**config.mk**
```make
export PLATFORM = sky130hd
export DESIGN_NAME = mdio_reg_master
export DESIGN_NICKNAME = d
export VERILOG_FILES = /design/src/rtl/mdio_reg_pkg.sv /design/src/rtl/mdio_addr_decode.sv /design/src/rtl/mdio_mdc_timer.sv /design/src/rtl/mdio_frame_seq.sv /design/src/rtl/mdio_reg_master.sv
export SDC_FILE = /design/constraint.sdc
export NUM_CORES = 1
export LEC_CHECK = 0
export ABC_AREA = 1
export CORE_UTILIZATION = 50
export CTS_BUF_LIST = sky130_fd_sc_hd__clkbuf_2 sky130_fd_sc_hd__clkbuf_4 sky130_fd_sc_hd__clkbuf_8
export CTS_CLUSTER_SIZE = 30
export DETAILED_ROUTE_END_ITERATION = 8
export DONT_BUFFER_PORTS = 1
export PLACE_DENSITY = 0.7
export SYNTH_ARGS = -nofsm -noshare
export SYNTH_HDL_FRONTEND = slang
export SYNTH_SLANG_ARGS = --single-unit
export TNS_END_PERCENT = 100
```
**constraint.sdc**
```tcl
create_clock -name clk -period 2.39 [get_ports clk]
set_clock_uncertainty 0.1 [all_clocks]
set_input_delay 0.1195 -clock clk [delete_from_list [all_inputs] [get_ports clk]]
set_output_delay 0.1195 -clock clk [all_outputs]
set_load 0.02 [all_outputs]
```
**src/rtl/mdio_reg_pkg.sv**
```systemverilog
package mdio_reg_pkg;

    localparam int PRE_BITS  = 32;
    localparam int HDR_BITS  = 14;
    localparam int TA_BITS   = 2;
    localparam int DATA_BITS = 16;
    localparam int FLD_W     = 5;
    localparam int OPC_W     = 2;
    localparam int PHY_W     = 5;
    localparam int ADDR_W    = PHY_W + OPC_W + FLD_W;
    localparam int SHIFT_W   = HDR_BITS + TA_BITS + DATA_BITS;
    localparam int RD_W      = 32;
    localparam int CNT_W     = $clog2(PRE_BITS);

    typedef enum logic [OPC_W-1:0] {
        OPC_C45_ADDR = 2'd0,
        OPC_C22      = 2'd1,
        OPC_C45_DATA = 2'd2,
        OPC_C45_INC  = 2'd3
    } opc_e;

    typedef enum logic [2:0] {
        S_IDLE,
        S_PRE,
        S_HDR,
        S_TA,
        S_DATA,
        S_ACK
    } seq_state_e;

    typedef struct packed {
        logic               rd;
        logic [SHIFT_W-1:0] bits;
    } frame_t;

endpackage

```
**src/rtl/mdio_addr_decode.sv**
```systemverilog
module mdio_addr_decode
    import mdio_reg_pkg::*;
(
    input  logic                 we,
    input  logic [ADDR_W-1:0]    addr,
    input  logic [DATA_BITS-1:0] wdata,
    output frame_t               frame
);

    opc_e             opc;
    logic [PHY_W-1:0] phy;
    logic [FLD_W-1:0] fld;
    logic [1:0]       st;
    logic [1:0]       op;
    logic             rd;

    always_comb begin
        opc = opc_e'(addr[FLD_W +: OPC_W]);
        phy = addr[FLD_W+OPC_W +: PHY_W];
        fld = addr[FLD_W-1:0];
        st  = 2'b00;
        op  = 2'b00;
        unique case (opc)
            OPC_C22: begin
                st = 2'b01;
                op = we ? 2'b01 : 2'b10;
            end
            OPC_C45_ADDR: op = 2'b00;
            OPC_C45_DATA: op = we ? 2'b01 : 2'b11;
            OPC_C45_INC:  op = we ? 2'b01 : 2'b10;
            default:      op = 2'b00;
        endcase
        rd = !we && (opc != OPC_C45_ADDR);
        frame.rd   = rd;
        frame.bits = {st, op, phy, fld, 2'b10, (rd ? {DATA_BITS{1'b0}} : wdata)};
    end

endmodule

```
**src/rtl/mdio_mdc_timer.sv**
```systemverilog
module mdio_mdc_timer #(
    parameter int MDC_HALF = 2
) (
    input  logic clk,
    input  logic rst_n,
    input  logic run,
    output logic mdc,
    output logic sample_stb,
    output logic bit_end
);

    localparam int PER  = 2 * MDC_HALF;
    localparam int PH_W = (PER > 1) ? $clog2(PER) : 1;

    logic [PH_W-1:0] ph;

    always_ff @(posedge clk or negedge rst_n) begin
        if (!rst_n) begin
            ph <= '0;
        end else if (!run || ph == PH_W'(PER-1)) begin
            ph <= '0;
        end else begin
            ph <= ph + 1'b1;
        end
    end

    always_comb begin
        mdc        = run && (ph >= PH_W'(MDC_HALF));
        sample_stb = run && (ph == PH_W'(MDC_HALF-1));
        bit_end    = run && (ph == PH_W'(PER-1));
    end

endmodule

```
**src/rtl/mdio_frame_seq.sv**
```systemverilog
module mdio_frame_seq
    import mdio_reg_pkg::*;
(
    input  logic            clk,
    input  logic            rst_n,
    input  logic            req,
    input  frame_t          frm,
    input  logic            sample_stb,
    input  logic            bit_end,
    input  logic            mdio_i,
    output logic            run,
    output logic            busy,
    output logic            ready,
    output logic [RD_W-1:0] rdata,
    output logic            mdio_o,
    output logic            mdio_oe
);

    seq_state_e           state, nxt;
    logic [CNT_W-1:0]     bcnt;
    logic [SHIFT_W-1:0]   tx;
    logic [DATA_BITS-1:0] rx;
    logic                 rd;

    // state register
    always_ff @(posedge clk or negedge rst_n) begin
        if (!rst_n) state <= S_IDLE;
        else        state <= nxt;
    end

    // transitions
    always_comb begin
        nxt = state;
        unique case (state)
            S_IDLE: if (req) nxt = S_PRE;
            S_PRE:  if (bit_end && bcnt == CNT_W'(PRE_BITS-1))  nxt = S_HDR;
            S_HDR:  if (bit_end && bcnt == CNT_W'(HDR_BITS-1))  nxt = S_TA;
            S_TA:   if (bit_end && bcnt == CNT_W'(TA_BITS-1))   nxt = S_DATA;
            S_DATA: if (bit_end && bcnt == CNT_W'(DATA_BITS-1)) nxt = S_ACK;
            S_ACK:  nxt = S_IDLE;
            default: nxt = S_IDLE;
        endcase
    end

    // datapath: bit counter, shifters, result
    always_ff @(posedge clk or negedge rst_n) begin
        if (!rst_n) begin
            bcnt  <= '0;
            tx    <= '0;
            rx    <= '0;
            rd    <= 1'b0;
            rdata <= '0;
        end else begin
            if (state == S_IDLE && req) begin
                tx   <= frm.bits;
                rd   <= frm.rd;
                bcnt <= '0;
                rx   <= '0;
            end
            if (bit_end) begin
                bcnt <= (nxt != state) ? '0 : bcnt + 1'b1;
                if (state == S_HDR || state == S_TA || state == S_DATA)
                    tx <= {tx[SHIFT_W-2:0], 1'b0};
            end
            if (sample_stb && state == S_DATA && rd)
                rx <= {rx[DATA_BITS-2:0], mdio_i};
            if (state == S_DATA && nxt == S_ACK)
                rdata <= rd ? {{(RD_W-DATA_BITS){1'b0}}, rx} : '0;
        end
    end

    // outputs
    always_comb begin
        run     = (state == S_PRE) || (state == S_HDR) ||
                  (state == S_TA)  || (state == S_DATA);
        busy    = (state != S_IDLE);
        ready   = (state == S_ACK);
        mdio_oe = (state == S_PRE) || (state == S_HDR) ||
                  (((state == S_TA) || (state == S_DATA)) && !rd);
        mdio_o  = (state == S_PRE) ? 1'b1 : (mdio_oe && tx[SHIFT_W-1]);
    end

endmodule

```
**src/rtl/mdio_reg_master.sv**
```systemverilog
module mdio_reg_master
    import mdio_reg_pkg::*;
#(
    parameter int MDC_HALF = 2
) (
    input  logic                 clk,
    input  logic                 rst_n,
    input  logic                 host_req,
    input  logic                 host_we,
    input  logic [ADDR_W-1:0]    host_addr,
    input  logic [DATA_BITS-1:0] host_wdata,
    output logic                 host_ready,
    output logic [RD_W-1:0]      host_rdata,
    output logic                 busy,
    output logic                 mdc,
    output logic                 mdio_o,
    output logic                 mdio_oe,
    input  logic                 mdio_i
);

    frame_t frm;
    logic   run;
    logic   sample_stb;
    logic   bit_end;

    mdio_addr_decode u_dec (
        .we    (host_we),
        .addr  (host_addr),
        .wdata (host_wdata),
        .frame (frm)
    );

    mdio_mdc_timer #(.MDC_HALF(MDC_HALF)) u_tmr (
        .clk        (clk),
        .rst_n      (rst_n),
        .run        (run),
        .mdc        (mdc),
        .sample_stb (sample_stb),
        .bit_end    (bit_end)
    );

    mdio_frame_seq u_seq (
        .clk        (clk),
        .rst_n      (rst_n),
        .req        (host_req),
        .frm        (frm),
        .sample_stb (sample_stb),
        .bit_end    (bit_end),
        .mdio_i     (mdio_i),
        .run        (run),
        .busy       (busy),
        .ready      (host_ready),
        .rdata      (host_rdata),
        .mdio_o     (mdio_o),
        .mdio_oe    (mdio_oe)
    );

endmodule

```
==> flow_metrics.tcl <==
set metrics [dict create \
    outcome "finished clean" \
    synthToLayoutAreaGrowth_pct 16.0 \
    endpoint_kind "output pin" \
    io_pins 70 \
    p_sw_frac 0.224 \
    peakVddDrop_mv 0.358 \
    criticalPathCategory "reg2out" \
    post-route-cell-area_um2 4280 \
    path_max_fanout 6 \
    synthFlopType "dfrtp_1" \
    port_buffers 0 \
    htree_levels 3 \
    clk_pin_slew_worst_paths_ns 0.08 \
    synth.top_cell.area_share 0.509 \
    ctsRootBufferMaster "clkbuf_8" \
    finalHoldViolCount 0 \
    grt_pass1_wl_um 11900 \
    cts_buffers 9 \
    max_stage_delay_ns 0.51 \
    crit_chain "inv_1 -> nor3_1 -> o31ai_1 -> inv_1 -> nand2_1 -> nand2_1" \
    max_cap_violations 0 \
    holdWs_ns 0.0376 \
    tightest_slew_ns 0.652 \
    synth_cell_type_count 32 \
    antennaDiodeCount 0 \
    p_switching_uw 558 \
    clkSinkCount 75 \
    grtUsageTotal 0.202 \
    cts_setup_buffers 0 \
    p_int_mw 1.94 \
    vias 2877 \
    clock_path_buffers 2 \
    setup_viol 0 \
    clock_latency_ns 0.35 \
    timing.final.ws_setup_ns 0.316 \
    postRouteAntennaNets 0 \
    drive_above_1_share 0.0985 \
    place_congestion 0.804 \
    slew_headroom 0.562 \
    wirelength_um 7180 \
    cp.arrival_ns 1.85 \
    yosysMostFrequentCell "nand2_1" \
    power_density_nw_per_um2 583 \
    syn_avg_cell_area_um2 8.56 \
    placementRows 30 \
    finalSetupTns_ns 0 \
    cts_tree "yes" \
    grt-ovfl-total 0 \
    core-area_um2 6940 \
    syn_area_um2 3690 \
    crit_slowest_cell "dfrtp_1" \
    ys_ff_latch 75 \
    period_share 0.868 \
    die_w_um 87.9 \
    slew_viol_final 0 \
    cts_resized 0 \
    drtIter0Drc 149 \
    synth_area_leaders "dfrtp_1, nand2_1, inv_1, nor2_1, nand3_1" \
    startpoint_type "flip-flop" \
    fmax_mhz 482 \
    grt_max_degree 76 \
    synth_edf_count 0 \
    timing.final.crit_period_ns 2.07 \
    dpl-instance-area_um2 3710 \
    hold_class "in2reg" \
    clockPowerShare 0.450 \
    ys_seq_area_frac 0.509 \
    antenna_found_initial 0 \
    ctsHoldBuffers 32 \
    synthCells 431 \
    die_h_um 87.9 \
    yosysWarnings 0 \
    initial_core_util 0.531 \
    ys_async_sr_fraction 1.00 \
    drt_first_pass_iters 4 \
    leakagePower_nw 2.27 \
    dpl.cell_count 515 \
    synthTopCellsByCount "nand2_1, dfrtp_1, inv_1, nor2_1, nand3_1" \
    p_comb_frac 0.042 \
    synth_top_area_cell "dfrtp_1" \
    final_nets 502 \
    drc 0 \
    post-dp-hpwl_um 4670 \
    grt_pass1_vias 2701 \
    vias_per_cell 5.11 \
    instances_no_fill 563 \
    avgRoutedWirePerCell_um 12.8 \
    preCtsSetupSlack_ns 0.377 \
    dieArea_um2 7730 \
    rsz0062_at_grt "no" \
    seq_power_share 0.508 \
    worstPathRequired_ns 2.17 \
]
[flip-flops by register name, indices dropped and copies added (netlist names)]
| register | cells |
|---|---|
| u_seq.rx | 16 |
| u_seq.rd | 1 |
| u_seq.state | 3 |
| u_seq.bcnt | 5 |
| u_seq.tx | 32 |
| u_tmr.ph | 2 |
| u_seq.rdata | 16 |
[critical path, delay by kind of cell, from the launching register on]
kind	cells	cell delay, ns
AO/OA/AOI/OAI	1	0.11
buffers and inverters	2	0.34
AND/OR/NAND/NOR	3	0.55
flip-flops	1	0.51
[path summary, 6_finish.rpt]
check | slack [ns] | from | to | depth (start not counted)
min | 0.04 | host_addr[5] | u_seq.rd | 4
min reg2reg | 0.40 | u_tmr.ph[0] | u_tmr.ph[0] | 1
max | 0.32 | u_seq.state[0] | mdio_o | 6
max reg2reg | 0.35 | u_seq.state[1] | u_seq.tx[17] | 9
min in group asynchronous | 0.25 | rst_n | u_seq.rdata[14] | 2
max in group asynchronous | 1.64 | rst_n | u_seq.tx[4] | 2
[through the flow]
step                       util  power [mW]
after global routing      0.616        2.58
final                     0.616        2.50
after floorplan               -        1.34
after global placement    0.534        1.33
after CTS                 0.616        2.52
after detailed placement  0.534        1.33
[power by group through the flow]
stage          combinational [mW]  sequential (mW)  clock (mW)
6_report                    0.104             1.27        1.12
5_1_grt                     0.115             1.27        1.20
4_1_cts                     0.105             1.27        1.15
3_5_place_dp               0.0317             1.29           0
3_3_place_gp               0.0312             1.29           0
2_1_floorplan              0.0502             1.29           0
[logic make-up after synthesis]
logic type                 share of synthesized area
AOI/OAI and AO/OA                              0.156
xor gates and xnor gates                     0.00475
adders and majority gates                     0.0237
buffers and inverters                          0.114
DFF                                            0.509
other                                        0.00102
and+or+nand+nor                                0.192
[per-layer routing]
layer | GRT usage | vias up | routed length, um
met3 | 0.0613 | 5 | 350
met2 | 0.353 | 77 | 3580
met4 | 0.0537 | 0 | 59
met5 | 0 | - | 0
li1 | - | 1432 | -
met1 | 0.243 | 1363 | 3190
[cell usage in the layout (no fill, tap or decap), types with 2 or more instances in the layout]
master	n
a21oi_1	18
a31oi_1	4
a31oi_2	10
buf_4	9
bufinv_16	2
clkbuf_8	10
conb_1	16
dfrtp_1	75
dlygate4sd3_1	31
ha_1	7
inv_1	49
inv_2	3
nand2_1	84
nand3_1	31
nor2_1	42
nor2_4	2
nor3_1	5
o21ai_0	27
o21ai_1	10
o22ai_1	16
[final cells by class]
| class | count | area (um2) |
|---|---|---|
| fill | 585 | 2660 |
| sequential | 75 | 1880 |
| multi-input combinational | 283 | 1450 |
| timing repair buffer | 41 | 405 |
| inverter | 52 | 195 |
| clock buffer | 10 | 138 |
| tap | 96 | 120 |
| clock inverter | 6 | 96.3 |
No activity file was read; power rests on OpenSTA's default activity.
